[config.mk]
export PLATFORM = sky130hd
export DESIGN_NAME = sysctl_regfile
export DESIGN_NICKNAME = d
export VERILOG_FILES = /design/src/rtl/sysctl_pkg.sv /design/src/rtl/sysctl_decode.sv /design/src/rtl/sysctl_mmu_regs.sv /design/src/rtl/sysctl_bus_regs.sv /design/src/rtl/sysctl_regfile.sv
export SDC_FILE = /design/constraint.sdc
export NUM_CORES = 1
export LEC_CHECK = 0
export BUFFER_PORTS_ARGS = -buffer_cell sky130_fd_sc_hd__buf_2
export CAP_MARGIN = 20
export CORE_UTILIZATION = 45
export DETAILED_ROUTE_END_ITERATION = 8
export PLACE_DENSITY = 0.62
export SLEW_MARGIN = 5
export SYNTH_ARGS = -nofsm -noshare
export SYNTH_HDL_FRONTEND = slang
export SYNTH_SLANG_ARGS = --single-unit
[constraint.sdc]
create_clock -name clk -period 3.1 [get_ports clk]
set_input_delay 0.62 -clock clk [delete_from_list [all_inputs] [get_ports clk]]
set_output_delay 0.62 -clock clk [all_outputs]
set_load 0.005 [all_outputs]
[src/rtl/sysctl_pkg.sv]
// Shared constants and types for the system control register file.
// Assumes a 16-bit byte offset space and a 32-bit data path.
package sysctl_pkg;
    localparam int unsigned SC_AW       = 16;
    localparam int unsigned SC_DW       = 32;
    localparam int unsigned SC_HW       = 16;
    localparam int unsigned SC_CODE_W   = 11;
    localparam int unsigned SC_ASSIST_W = 4;
    localparam int unsigned SC_ASID_W   = 8;
    localparam int unsigned SC_INVAL_BIT = 2;
    localparam int unsigned SC_NCODES   = 3;
    localparam int unsigned SC_WIN_W    = 4;

    typedef enum logic [1:0] {
        SZ_BYTE = 2'd0,
        SZ_WORD = 2'd1,
        SZ_LONG = 2'd2,
        SZ_RSVD = 2'd3
    } acc_size_e;

    typedef enum logic [4:0] {
        SEL_NONE, SEL_PTE_HI, SEL_PTE_LO, SEL_TBL_BASE, SEL_EXC_ADDR,
        SEL_MMU_CTL, SEL_PTE_ASSIST, SEL_TRAP, SEL_EXC_EVT, SEL_INT_EVT,
        SEL_ID_CPU, SEL_ID_CACHE, SEL_ID_REV,
        SEL_BUS_CFG1, SEL_BUS_CFG2, SEL_BUS_CFG3, SEL_BUS_CFG4,
        SEL_RFSH_CNT, SEL_ZERO, SEL_MODE_WIN
    } reg_sel_e;

    // MMU and exception page
    localparam logic [SC_AW-1:0] A_PTE_HI     = 16'h0000;
    localparam logic [SC_AW-1:0] A_PTE_LO     = 16'h0004;
    localparam logic [SC_AW-1:0] A_TBL_BASE   = 16'h0008;
    localparam logic [SC_AW-1:0] A_EXC_ADDR   = 16'h000C;
    localparam logic [SC_AW-1:0] A_MMU_CTL    = 16'h0010;
    localparam logic [SC_AW-1:0] A_TRAP       = 16'h0020;
    localparam logic [SC_AW-1:0] A_EXC_EVT    = 16'h0024;
    localparam logic [SC_AW-1:0] A_INT_EVT    = 16'h0028;
    localparam logic [SC_AW-1:0] A_ID_CPU     = 16'h0030;
    localparam logic [SC_AW-1:0] A_PTE_ASSIST = 16'h0034;
    localparam logic [SC_AW-1:0] A_ID_CACHE   = 16'h0040;
    localparam logic [SC_AW-1:0] A_ID_REV     = 16'h0044;
    // Bus-state page
    localparam logic [SC_AW-1:0] A_BUS_CFG1   = 16'h1000;
    localparam logic [SC_AW-1:0] A_BUS_CFG2   = 16'h1004;
    localparam logic [SC_AW-1:0] A_BUS_CFG4   = 16'h1008;
    localparam logic [SC_AW-1:0] A_BUS_CFG3   = 16'h100C;
    localparam logic [SC_AW-1:0] A_WAIT0      = 16'h1010;
    localparam logic [SC_AW-1:0] A_WAIT1      = 16'h1014;
    localparam logic [SC_AW-1:0] A_WAIT2      = 16'h1018;
    localparam logic [SC_AW-1:0] A_MEM_CTL    = 16'h101C;
    localparam logic [SC_AW-1:0] A_RT_CSR     = 16'h1020;
    localparam logic [SC_AW-1:0] A_RT_CNT     = 16'h1024;
    localparam logic [SC_AW-1:0] A_RT_CONST   = 16'h1028;
    localparam logic [SC_AW-1:0] A_RFSH_CNT   = 16'h102C;
    // Mode windows, selected by the top address nibble
    localparam logic [SC_WIN_W-1:0] WIN_MODE_A = 4'h2;
    localparam logic [SC_WIN_W-1:0] WIN_MODE_B = 4'h3;
endpackage

[src/rtl/sysctl_decode.sv]
// Address and size decoder. Maps one request to a register select and an
// error flag. Assumes req fields are stable while req_i is high.
module sysctl_decode
    import sysctl_pkg::*;
(
    input  logic             req_i,
    input  logic             we_i,
    input  logic [1:0]       size_i,
    input  logic [SC_AW-1:0] addr_i,
    input  logic             ext_en_i,
    output reg_sel_e         sel_o,
    output logic             err_o
);
    logic [SC_WIN_W-1:0] win;
    assign win = addr_i[SC_AW-1 -: SC_WIN_W];

    // Decode the request into a select; flag anything unsupported.
    always_comb begin
        sel_o = SEL_NONE;
        err_o = 1'b0;
        if (req_i) begin
            case (size_i)
                SZ_BYTE: begin
                    if (we_i && (win == WIN_MODE_A || win == WIN_MODE_B))
                        sel_o = SEL_MODE_WIN;
                    else
                        err_o = 1'b1;
                end
                SZ_WORD: begin
                    case (addr_i)
                        A_BUS_CFG2: sel_o = SEL_BUS_CFG2;
                        A_BUS_CFG3: begin
                            sel_o = SEL_BUS_CFG3;
                            err_o = !ext_en_i;
                        end
                        A_RT_CSR, A_RT_CNT, A_RT_CONST: sel_o = SEL_ZERO;
                        A_RFSH_CNT: sel_o = SEL_RFSH_CNT;
                        default:    err_o = 1'b1;
                    endcase
                end
                SZ_LONG: begin
                    case (addr_i)
                        A_PTE_HI:     sel_o = SEL_PTE_HI;
                        A_PTE_LO:     sel_o = SEL_PTE_LO;
                        A_TBL_BASE:   sel_o = SEL_TBL_BASE;
                        A_EXC_ADDR:   sel_o = SEL_EXC_ADDR;
                        A_MMU_CTL:    sel_o = SEL_MMU_CTL;
                        A_PTE_ASSIST: sel_o = SEL_PTE_ASSIST;
                        A_TRAP:       sel_o = SEL_TRAP;
                        A_EXC_EVT:    sel_o = SEL_EXC_EVT;
                        A_INT_EVT:    sel_o = SEL_INT_EVT;
                        A_ID_CPU:     if (we_i) err_o = 1'b1; else sel_o = SEL_ID_CPU;
                        A_ID_CACHE:   if (we_i) err_o = 1'b1; else sel_o = SEL_ID_CACHE;
                        A_ID_REV:     if (we_i) err_o = 1'b1; else sel_o = SEL_ID_REV;
                        A_BUS_CFG1:   sel_o = SEL_BUS_CFG1;
                        A_BUS_CFG4: begin
                            sel_o = SEL_BUS_CFG4;
                            err_o = !ext_en_i;
                        end
                        A_WAIT0, A_WAIT1, A_WAIT2, A_MEM_CTL: sel_o = SEL_ZERO;
                        default:      err_o = 1'b1;
                    endcase
                end
                default: err_o = 1'b1;
            endcase
        end
    end
endmodule

[src/rtl/sysctl_mmu_regs.sv]
// MMU and exception words with their write masks and side-effect pulses.
// Assumes wr_en_i is high only for a decoded write (sel_i valid).
module sysctl_mmu_regs
    import sysctl_pkg::*;
(
    input  logic                              clk,
    input  logic                              rst_n,
    input  logic                              wr_en_i,
    input  reg_sel_e                          sel_i,
    input  logic [SC_DW-1:0]                  wdata_i,
    output logic [SC_DW-1:0]                  pte_hi_o,
    output logic [SC_DW-1:0]                  pte_lo_o,
    output logic [SC_DW-1:0]                  tbl_base_o,
    output logic [SC_DW-1:0]                  exc_addr_o,
    output logic [SC_DW-1:0]                  mmu_ctl_o,
    output logic [SC_ASSIST_W-1:0]            pte_assist_o,
    output logic [SC_NCODES-1:0][SC_CODE_W-1:0] code_o,
    output logic                              inval_o,
    output logic                              flush_o
);
    localparam reg_sel_e CODE_SEL [SC_NCODES] = '{SEL_TRAP, SEL_EXC_EVT, SEL_INT_EVT};

    // Full-width words, masked assistance word, and the two pulses.
    always_ff @(posedge clk) begin
        if (!rst_n) begin
            pte_hi_o     <= '0;
            pte_lo_o     <= '0;
            tbl_base_o   <= '0;
            exc_addr_o   <= '0;
            mmu_ctl_o    <= '0;
            pte_assist_o <= '0;
            inval_o      <= 1'b0;
            flush_o      <= 1'b0;
        end else begin
            inval_o <= wr_en_i && (sel_i == SEL_MMU_CTL) && wdata_i[SC_INVAL_BIT];
            flush_o <= wr_en_i && (sel_i == SEL_PTE_HI) &&
                       (wdata_i[SC_ASID_W-1:0] != pte_hi_o[SC_ASID_W-1:0]);
            if (wr_en_i) begin
                case (sel_i)
                    SEL_PTE_HI:     pte_hi_o   <= wdata_i;
                    SEL_PTE_LO:     pte_lo_o   <= wdata_i;
                    SEL_TBL_BASE:   tbl_base_o <= wdata_i;
                    SEL_EXC_ADDR:   exc_addr_o <= wdata_i;
                    SEL_MMU_CTL: begin
                        mmu_ctl_o               <= wdata_i;
                        mmu_ctl_o[SC_INVAL_BIT] <= 1'b0;
                    end
                    SEL_PTE_ASSIST: pte_assist_o <= wdata_i[SC_ASSIST_W-1:0];
                    default: ;
                endcase
            end
        end
    end

    // One 11-bit code register per event kind.
    for (genvar k = 0; k < SC_NCODES; k++) begin : g_code
        always_ff @(posedge clk) begin
            if (!rst_n)
                code_o[k] <= '0;
            else if (wr_en_i && sel_i == CODE_SEL[k])
                code_o[k] <= wdata_i[SC_CODE_W-1:0];
        end
    end
endmodule

[src/rtl/sysctl_bus_regs.sv]
// Bus-state configuration words and the read-advancing refresh count.
// Assumes rd_en_i and wr_en_i are never high together.
module sysctl_bus_regs
    import sysctl_pkg::*;
(
    input  logic             clk,
    input  logic             rst_n,
    input  logic             wr_en_i,
    input  logic             rd_en_i,
    input  reg_sel_e         sel_i,
    input  logic [SC_DW-1:0] wdata_i,
    output logic [SC_DW-1:0] cfg1_o,
    output logic [SC_HW-1:0] cfg2_o,
    output logic [SC_HW-1:0] cfg3_o,
    output logic [SC_DW-1:0] cfg4_o,
    output logic [SC_HW-1:0] rfsh_o
);
    // Store configuration words on write.
    always_ff @(posedge clk) begin
        if (!rst_n) begin
            cfg1_o <= '0;
            cfg2_o <= '0;
            cfg3_o <= '0;
            cfg4_o <= '0;
        end else if (wr_en_i) begin
            case (sel_i)
                SEL_BUS_CFG1: cfg1_o <= wdata_i;
                SEL_BUS_CFG2: cfg2_o <= wdata_i[SC_HW-1:0];
                SEL_BUS_CFG3: cfg3_o <= wdata_i[SC_HW-1:0];
                SEL_BUS_CFG4: cfg4_o <= wdata_i;
                default: ;
            endcase
        end
    end

    // Refresh count: load on write, advance after each read.
    always_ff @(posedge clk) begin
        if (!rst_n)
            rfsh_o <= '0;
        else if (sel_i == SEL_RFSH_CNT && wr_en_i)
            rfsh_o <= wdata_i[SC_HW-1:0];
        else if (sel_i == SEL_RFSH_CNT && rd_en_i)
            rfsh_o <= rfsh_o + 1'b1;
    end
endmodule

[src/rtl/sysctl_regfile.sv]
// System control register file top: decode, two register groups, a
// registered read path and error flag. Assumes single-cycle requests.
module sysctl_regfile
    import sysctl_pkg::*;
#(
    parameter logic [31:0] CPU_ID   = 32'h0404_0500,
    parameter logic [31:0] CACHE_ID = 32'h0020_0000,
    parameter logic [31:0] REV_ID   = 32'h0000_0110
) (
    input  logic        clk,
    input  logic        rst_n,
    input  logic        ext_regs_en_i,
    input  logic        req_i,
    input  logic        we_i,
    input  logic [1:0]  size_i,
    input  logic [15:0] addr_i,
    input  logic [31:0] wdata_i,
    output logic [31:0] rdata_o,
    output logic        err_o,
    output logic        tlb_inval_o,
    output logic        asid_flush_o
);
    reg_sel_e                          sel;
    logic                              dec_err;
    logic                              wr_en;
    logic                              rd_en;
    logic [SC_DW-1:0]                  pte_hi, pte_lo, tbl_base, exc_addr, mmu_ctl;
    logic [SC_ASSIST_W-1:0]            pte_assist;
    logic [SC_NCODES-1:0][SC_CODE_W-1:0] code;
    logic [SC_DW-1:0]                  cfg1, cfg4;
    logic [SC_HW-1:0]                  cfg2, cfg3, rfsh;
    logic [SC_DW-1:0]                  rd_val;

    assign wr_en = req_i && we_i;
    assign rd_en = req_i && !we_i;

    sysctl_decode u_decode (
        .req_i    (req_i),
        .we_i     (we_i),
        .size_i   (size_i),
        .addr_i   (addr_i),
        .ext_en_i (ext_regs_en_i),
        .sel_o    (sel),
        .err_o    (dec_err)
    );

    sysctl_mmu_regs u_mmu (
        .clk          (clk),
        .rst_n        (rst_n),
        .wr_en_i      (wr_en),
        .sel_i        (sel),
        .wdata_i      (wdata_i),
        .pte_hi_o     (pte_hi),
        .pte_lo_o     (pte_lo),
        .tbl_base_o   (tbl_base),
        .exc_addr_o   (exc_addr),
        .mmu_ctl_o    (mmu_ctl),
        .pte_assist_o (pte_assist),
        .code_o       (code),
        .inval_o      (tlb_inval_o),
        .flush_o      (asid_flush_o)
    );

    sysctl_bus_regs u_bus (
        .clk     (clk),
        .rst_n   (rst_n),
        .wr_en_i (wr_en),
        .rd_en_i (rd_en),
        .sel_i   (sel),
        .wdata_i (wdata_i),
        .cfg1_o  (cfg1),
        .cfg2_o  (cfg2),
        .cfg3_o  (cfg3),
        .cfg4_o  (cfg4),
        .rfsh_o  (rfsh)
    );

    // Select the value of the addressed register, zero-extended.
    always_comb begin
        case (sel)
            SEL_PTE_HI:     rd_val = pte_hi;
            SEL_PTE_LO:     rd_val = pte_lo;
            SEL_TBL_BASE:   rd_val = tbl_base;
            SEL_EXC_ADDR:   rd_val = exc_addr;
            SEL_MMU_CTL:    rd_val = mmu_ctl;
            SEL_PTE_ASSIST: rd_val = SC_DW'(pte_assist);
            SEL_TRAP:       rd_val = SC_DW'(code[0]);
            SEL_EXC_EVT:    rd_val = SC_DW'(code[1]);
            SEL_INT_EVT:    rd_val = SC_DW'(code[2]);
            SEL_ID_CPU:     rd_val = CPU_ID;
            SEL_ID_CACHE:   rd_val = CACHE_ID;
            SEL_ID_REV:     rd_val = REV_ID;
            SEL_BUS_CFG1:   rd_val = cfg1;
            SEL_BUS_CFG2:   rd_val = SC_DW'(cfg2);
            SEL_BUS_CFG3:   rd_val = SC_DW'(cfg3);
            SEL_BUS_CFG4:   rd_val = cfg4;
            SEL_RFSH_CNT:   rd_val = SC_DW'(rfsh);
            default:        rd_val = '0;
        endcase
    end

    // Register read data and the error flag for the following cycle.
    always_ff @(posedge clk) begin
        if (!rst_n) begin
            rdata_o <= '0;
            err_o   <= 1'b0;
        end else begin
            rdata_o <= rd_en ? rd_val : '0;
            err_o   <= dec_err;
        end
    end
endmodule

==> impl_summary.log, run 1 <==
[metrics] cell count of the worst reg-to-reg path: 8
[metrics] Slew Viols, Final: 0
[metrics] cell area after placement: 18100 um^2
[metrics] largest stage delay on the critical path: 0.59 ns
[metrics] final-layout setup total negative slack: 0 ns
[metrics] boundary pin count: 90
[metrics] met3 layer usage reported by global route: 4.62%
[metrics] via count: 15200
[metrics] most crowded layer after global routing: met2
[metrics] CP Launch Type: input port
[metrics] post-CTS setup buffers: 0
[metrics] startpoint of the most critical register-to-register path: u_bus.rfsh_o[2]$_SDFFE_PN0P_
[metrics] synthesis warning total: 0
[metrics] aggregate routed wire length: 55200 um
[metrics] post-route non-filler standard cell count: 2576
[metrics] count of routing violations after the opening detailed-route iteration: 1734
[metrics] global-route wire length before repair: 84100 um
[metrics] Synth cell types: 89
[metrics] number of routed nets with antenna violations: 0
[metrics] CP max FO: 16
[metrics] hold buffer count at cts: 0
[metrics] Post-Place Setup Slack: -0.584 ns
[metrics] leakage power: 0.00688 uW
[metrics] Max Clock Freq: 331 MHz
[metrics] Syn-to-layout area delta: 23.4%
[metrics] HPWL after detailed placement: 36500 um
[metrics] Crit path arrival time: 3.47 ns
[metrics] total DRC errors in the routed layout: 4
[metrics] launch point of the critical path: addr_i[13]
[metrics] maximum clock insertion buffer count: 3
[metrics] placeable core region: 34500 um^2
[metrics] instance count of the mapped netlist: 1901
[metrics] Clock Pin Slew Worst Setup and Hold Paths: 0.06 ns
[metrics] peak ir drop on the vdd network: 0.000438 V
[metrics] Num Clock Sinks: 343
[metrics] CTS tree: yes
[metrics] clock buffer count from CTS: 38
[metrics] clock insertion delay at the later pin of the skew report: 0.54 ns
[metrics] run status: finished, violations left
[metrics] mean post-synth cell area: 8.29 um^2
[metrics] final net count: 2147
[metrics] slew at the pin closest to its max-slew limit: 0.969 ns
[metrics] share of the synthesized area in the top cell type: 43.6%
[metrics] number of synthesized register bits: 343
[metrics] number of cells after detailed placement: 2506
[metrics] sequential element share of the synthesized area: 43.6%
[metrics] Synth Net Count: 1957
[metrics] WP depth: 11
[metrics] standard-cell rows: 68
[metrics] initial core utilization: 45.7%
[metrics] grt ovf: 0
[metrics] predominant post-synthesis flop cell: sky130_fd_sc_hd__dfxtp_1
[metrics] path category of the worst min-delay check: input port to register
[metrics] kind of end point of the critical path: register
[metrics] horizontal die dimension: 189 um
[metrics] number of detailed-routing iterations run before antenna repair: 9
[metrics] die extent in y: 189 um
[metrics] max cap viols: 0
[metrics] number of antenna violations at the first check in global routing: 2
[metrics] per-cell via count in the routed design: 5.90
[metrics] Min-Delay Path Depth: 3
[metrics] vias in the first global route: 14500
[metrics] critical-path cell with the highest stage delay: sky130_fd_sc_hd__or4b_1
[metrics] dominant cells by area after synthesis: sky130_fd_sc_hd__dfxtp_1, sky130_fd_sc_hd__nand2_1, sky130_fd_sc_hd__a21boi_1, sky130_fd_sc_hd__a21boi_0, sky130_fd_sc_hd__a222oi_1
[metrics] async set or reset register ratio after synthesis: 0%
[metrics] buffers and inverters on the worst path: 3
[metrics] overall fraction of global-route tracks in use: 30.3%
[metrics] Tcrit/Tclk final: 97.3%
[metrics] Final Critical Period: 3.02 ns
[metrics] violations in the final reports: DRC
[metrics] final non-filler cell area: 19400 um^2
[metrics] most numerous cell types in the synthesized netlist: sky130_fd_sc_hd__nand2_1, sky130_fd_sc_hd__dfxtp_1, sky130_fd_sc_hd__a21boi_1, sky130_fd_sc_hd__clkbuf_1, sky130_fd_sc_hd__a21boi_0
[metrics] maximum number of pins on one net before global-route repair: 224
[metrics] EDFF count, synth: 0
[metrics] cell chain of the critical path: buf_2, or4b_1, or4_4, o211ai_4, a22o_2, nand2_2, nor3_4, buf_12, buf_4, nand2_1, a31oi_1
[metrics] CP required: 3.55 ns
[metrics] number of endpoints failing setup at the final stage: 0
[metrics] fraction of layout cells with a size suffix above 1: 20.0%
[metrics] power density of the placed cells: 491 nW/um^2
[metrics] Worst Skew: 0.0208 ns
[metrics] netlist area before placement: 15800 um^2
[metrics] kind of cell adding the most delay to the critical path: simple AND/OR/NAND/NOR gates
[metrics] met2 global-route usage: 49.2%
[metrics] relative max-transition margin: 35.4%
[metrics] most numerous cell in the Yosys netlist: sky130_fd_sc_hd__nand2_1
[metrics] CTS H-tree depth: 2
[metrics] start-to-end type of the worst setup path: input port to register
[metrics] Worst Min Path Start: wdata_i[25]
[metrics] port bufs: 89
[metrics] global placement routability congestion: 0.948
[metrics] final hold viol count: 0
[metrics] total die area: 35800 um^2
[metrics] post-synth top area cell: sky130_fd_sc_hd__dfxtp_1
[metrics] CTS Root Buffer Type: sky130_fd_sc_hd__clkbuf_16
[metrics] average detailed-routed wire length per instance: 21.4 um
[metrics] final setup margin: 0.0834 ns
[metrics] global-route track usage on met1: 40.6%
[through the flow]
stage | power [uW] | hold slack (ns) | util, %
2_1_floorplan | 4720 | 0.426 | -
3_3_place_gp | 4910 | 0.435 | 52.5
3_5_place_dp | 4910 | 0.443 | 52.5
4_1_cts | 9590 | 0.366 | 56.2
5_1_grt | 9790 | 0.379 | 56.4
6_report | 9550 | 0.377 | 56.4
[kinds of logic (layout without fill, tap and decap cells)]
group                      count (synthesis)  after routing  share of synthesized area [%]
and+or+nand+nor                          831            831                           23.6
AOI/OAI and AO/OA                        533            533                           26.1
DFF                                      343            343                           43.6
buffers and inverters                    163            382                           4.78
muxes                                     19             19                           1.21
xor gates and xnor gates                  11             11                          0.611
adders and majority gates                  1              1                         0.0794
other                                      0              1                              0
[power by group]
group          switching [uW]  internal, uW
sequential              0.746          4410
combinational             256           157
clock                    1900          2830
total                    2150          7400
[sequential cells by signal (all words and copies together) (netlist names)]
register,cells
u_bus.rfsh_o,16
u_bus.cfg3_o,16
rdata_o,32
u_bus.cfg2_o,16
u_bus.cfg1_o,32
u_mmu.pte_lo_o,32
u_mmu.code_o,33
u_mmu.tbl_base_o,32
u_bus.cfg4_o,32
u_mmu.pte_hi_o,32
u_mmu.flush_o,1
err_o,1
u_mmu.pte_assist_o,4
u_mmu.mmu_ctl_o,31
u_mmu.inval_o,1
u_mmu.exc_addr_o,32
[cell usage in the layout, fill, tap and decap left out, types with 9 or more instances in the layout]
master                      instances
sky130_fd_sc_hd__xnor2_1            9
sky130_fd_sc_hd__and2_1            18
sky130_fd_sc_hd__nor2b_1           20
sky130_fd_sc_hd__buf_12            27
sky130_fd_sc_hd__clkbuf_16         38
sky130_fd_sc_hd__buf_2             88
sky130_fd_sc_hd__a222oi_1          50
sky130_fd_sc_hd__buf_4            193
sky130_fd_sc_hd__a22o_1            14
sky130_fd_sc_hd__nand3_1           49
sky130_fd_sc_hd__nor2_1            35
sky130_fd_sc_hd__a21oi_1           39
sky130_fd_sc_hd__and3_1            19
sky130_fd_sc_hd__a31oi_1           21
sky130_fd_sc_hd__o21ai_0           31
sky130_fd_sc_hd__dfxtp_1          343
sky130_fd_sc_hd__a22oi_1           36
sky130_fd_sc_hd__a21boi_0          89
sky130_fd_sc_hd__nor3_1            11
sky130_fd_sc_hd__nand2_1          600
sky130_fd_sc_hd__mux2i_1           18
sky130_fd_sc_hd__a21boi_1         189
[worst paths after layout]
check                                                         end  slack (ns)
worst min-delay path            u_mmu.tbl_base_o[25]$_SDFFE_PN0P_        0.38
worst max-delay path                        rdata_o[0]$_SDFF_PN0_        0.08
worst max register to register      u_bus.rfsh_o[15]$_SDFFE_PN0P_        0.93
worst min register to register  u_mmu.tbl_base_o[23]$_SDFFE_PN0P_        0.45
[layer usage]
layer,wire length [um],share of wire [%],vias up
met4,1850,3.4,2
met1,23400,42,7297
li1,-,-,7059
met2,25200,46,700
met3,4650,8.4,132
met5,13,0.024,-
[tightest hold or removal path, cell delays in order]
cell,delay (ns)
sky130_fd_sc_hd__buf_2,0.14
sky130_fd_sc_hd__nand2_1,0.06
sky130_fd_sc_hd__a21boi_1,0.05
[timing repair]
action                     CTS  global route
pin swaps                    0             3
setup endpoints to repair    1             8
resized for setup            1            12
gates cloned                 0             0
[layout make-up]
type,count,area [um^2]
Tap cell,455,569
Clock buffer,52,1060
Inverter,3,11.3
Clock inverter,17,234
Timing Repair Buffer,310,2450
Multi-Input combinational cell,1395,8240
Fill cell,3144,15000
Antenna cell,1,2.50
Sequential cell,343,6870
No activity file was read; power rests on OpenSTA's default activity.
==> inputs of run 2 (changes only) <==
- REMOVE_ABC_BUFFERS: default -> 1
==> impl_summary.log, run 2 (synthesis results as in run 1) <==
[metrics] number of endpoints failing setup at the final stage: 0 (unchanged)
[metrics] CP Launch Type: input port
[metrics] number of routed nets with antenna violations: 0 (unchanged)
[metrics] peak ir drop on the vdd network: 0.000463 V (+5.5%)
[metrics] slew at the pin closest to its max-slew limit: 0.757 ns (-0.211 ns)
[metrics] power share of the combinational group: 4.5% (+0.2 points)
[metrics] initial core utilization: 45.7% (unchanged)
[metrics] final hold viol count: 0 (unchanged)
[metrics] power consumption: 9440 uW (-1.2%)
[metrics] max reg flops: 33 (unchanged)
[metrics] relative max-transition margin: 49.5% (+14 points)
[metrics] Switching Share: 22.5% (about the same)
[metrics] HPWL after detailed placement: 37700 um (+3.3%)
[metrics] switching component of the power: 2130 uW (-1.2%)
[metrics] CTS Root Buffer Type: sky130_fd_sc_hd__clkbuf_16
[metrics] portion of total power attributed to sequential cells: 46.7% (+0.5 points)
[metrics] CTS tree: yes
[metrics] clock insertion delay at the later pin of the skew report: 0.56 ns (+0.02 ns)
[metrics] total die area: 35800 um^2 (unchanged)
[metrics] number of cells after detailed placement: 2545 (+1.6%)
[metrics] filler cell count in the final layout: 3117 (-0.86%)
[metrics] total DRC errors in the routed layout: 0 (-4)
[metrics] Tcrit/Tclk final: 97.2% (about the same)
[metrics] max cap viols: 0 (unchanged)
[metrics] boundary pin count: 90 (unchanged)
[metrics] kind of end point of the critical path: register
[metrics] commonest non-fill, non-tap cell in the layout: sky130_fd_sc_hd__nand2_1
[metrics] Max Clock Freq: 332 MHz (about the same)
[metrics] most frequent cells in the layout: sky130_fd_sc_hd__nand2_1, sky130_fd_sc_hd__dfxtp_1, sky130_fd_sc_hd__buf_4
[metrics] hold buffer count at cts: 0 (unchanged)
[metrics] start-to-end type of the worst setup path: input port to register
[metrics] setup repair after global routing missed its margin: true
[metrics] overall fraction of global-route tracks in use: 31.1% (+0.77 points)
[metrics] Clock Pin Slew Worst Setup and Hold Paths: 0.06 ns (about the same)
[metrics] port bufs: 89 (unchanged)
[metrics] Syn-to-layout area delta: 26.2%
[metrics] CP required: 3.50 ns (-0.05 ns)
[metrics] via count: 15300 (+0.84%)
[metrics] horizontal die dimension: 189 um (unchanged)
[metrics] placeable core region: 34500 um^2 (unchanged)
[metrics] CTS H-tree depth: 2 (unchanged)
[metrics] grt ovf: 0 (unchanged)
[metrics] leakage power: 0.00712 uW (+3.4%)
[metrics] Multi-input gate area: 8330 um^2 (+1.0%)
[metrics] CP max FO: 4 (-12)
[metrics] run status: finished clean
[metrics] post-route non-filler standard cell count: 2620 (+1.7%)
[metrics] final net count: 2193 (+2.1%)
[metrics] Post-Place Setup Slack: -0.735 ns (-0.151 ns)
[metrics] number of detailed-routing iterations run before antenna repair: 8 (-1)
[metrics] path category of the worst min-delay check: input port to register
[metrics] Slew Viols, Final: 0 (unchanged)
[metrics] clock buffer count from CTS: 39 (+2.6%)
[metrics] vias in the first global route: 14800 (+1.6%)
[metrics] global placement routability congestion: 0.964 (+1.8%)
[metrics] power density of the placed cells: 475 nW/um^2 (-3.4%)
[metrics] global-route wire length before repair: 86300 um (+2.5%)
[metrics] per-cell via count in the routed design: 5.85 (-0.85%)
[metrics] aggregate routed wire length: 56000 um (+1.5%)
[metrics] number of antenna violations at the first check in global routing: 1 (-1)
[metrics] average detailed-routed wire length per instance: 21.4 um (-0.18%)
[metrics] die extent in y: 189 um (unchanged)
[metrics] count of routing violations after the opening detailed-route iteration: 1692 (-2.4%)
[metrics] standard-cell rows: 68 (unchanged)
[metrics] fraction of layout cells with a size suffix above 1: 22.0% (+2.0 points)
[metrics] final setup margin: 0.0853 ns (+0.00192 ns)
[metrics] area used by sequential logic in the layout: 6870 um^2 (unchanged)
[metrics] Crit path arrival time: 3.42 ns (-0.05 ns)
[metrics] top register by number of flip-flops: u_mmu.code_o
[metrics] maximum number of pins on one net before global-route repair: 124 (-45%)
[metrics] Worst Skew: 0.0203 ns (-0.000534 ns)
[metrics] post-layout util: 57.7% (+1.3 points)
[metrics] maximum clock insertion buffer count: 3 (unchanged)
[metrics] proportion of power drawn by the clock network: 48.8% (-0.7 points)
[metrics] Num Clock Sinks: 343 (unchanged)
[metrics] internal power summed over all cells: 7310 uW (-1.1%)
[metrics] Final Critical Period: 3.01 ns (-0.00192 ns)
[metrics] number of antenna repair diodes: 0 (-1)
-- run 2: cell types whose count changed in the layout (fill, tap and decap cells not counted), moves of 3 or more --
cell                        before  now
sky130_fd_sc_hd__and2_4          0    3
sky130_fd_sc_hd__buf_12         27   31
sky130_fd_sc_hd__buf_4         193  234
sky130_fd_sc_hd__bufinv_16       5    2
sky130_fd_sc_hd__clkbuf_1        8   12
sky130_fd_sc_hd__clkinv_2        7    3
-- run 2: path summary, 6_finish.rpt --
kind / from / to / slack (ns) / cells after the start
setup / recovery: addr_i[10] / rdata_o[8]$_SDFF_PN0_ / 0.09 / 15
hold / removal: wdata_i[23] / u_mmu.tbl_base_o[23]$_SDFFE_PN0P_ / 0.37 / 3
hold reg to reg: u_mmu.tbl_base_o[27]$_SDFFE_PN0P_ / u_mmu.tbl_base_o[27]$_SDFFE_PN0P_ / 0.45 / 2
setup reg to reg: u_bus.rfsh_o[0]$_SDFFE_PN0P_ / u_bus.rfsh_o[15]$_SDFFE_PN0P_ / 0.91 / 8
-- run 2: final cells by class --
type,instances,area share [%]
multi-input cells,1395,41.9
flip-flops and latches,343,34.5
repair buffers,355,14.3
clock buffers,60,5.81
well taps,455,2.86
clock inverters,9,0.585
inverters,3,0.0566
-- run 2: power by group through the flow --
| stage | clock, uW | sequential (uW) | combinational [uW] |
|---|---|---|---|
| 6_report | 4600 | 4410 | 428 |
| 5_1_grt | 4860 | 4410 | 455 |
| 3_3_place_gp | 0 | 4510 | 410 |
| 2_1_floorplan | 0 | 4510 | 128 |
| 3_5_place_dp | 0 | 4510 | 412 |
| 4_1_cts | 4670 | 4410 | 414 |
-- run 2: repair_timing --
action	CTS	global route
endpoints found under the setup margin	5	98
pin swaps	1	12
hold endpoints to repair	0	0
setup buffers	1	5
resized for setup	5	32
-- run 2: metal layers --
| layer | global-route usage (%) | part of all wire (%) | vias up |
|---|---|---|---|
| li1 | - | - | 7145 |
| met1 | 41.8 | 43 | 7359 |
| met2 | 49.9 | 46 | 685 |
| met3 | 4.76 | 8.2 | 129 |
| met4 | 12.3 | 3.4 | 0 |
| met5 | 0 | 0 | - |
-- run 2: through the flow --
stage	instance area [um^2]	TNS [ns]	hold slack [ns]
after global placement	18400	-116.27	0.433
after floorplan	15000	-223.04	0.426
after detailed placement	18400	-114.40	0.443
final	19900	0	0.366
after CTS	19700	0	0.347
after global routing	19900	-0.0528	0.373
-- run 2: worst max-delay path: stages --
cell                       delay [ns]
sky130_fd_sc_hd__buf_2           0.11
sky130_fd_sc_hd__buf_4           0.13
sky130_fd_sc_hd__nor4_4          0.39
sky130_fd_sc_hd__nand4_2         0.18
sky130_fd_sc_hd__buf_4           0.18
sky130_fd_sc_hd__buf_4           0.12
sky130_fd_sc_hd__nor2_1          0.13
sky130_fd_sc_hd__o21ai_0         0.14
sky130_fd_sc_hd__buf_4           0.15
sky130_fd_sc_hd__nor2_2          0.23
sky130_fd_sc_hd__buf_4           0.21
sky130_fd_sc_hd__nor3_2          0.08
sky130_fd_sc_hd__buf_4           0.16
sky130_fd_sc_hd__a222oi_1        0.36
sky130_fd_sc_hd__a31oi_1         0.20
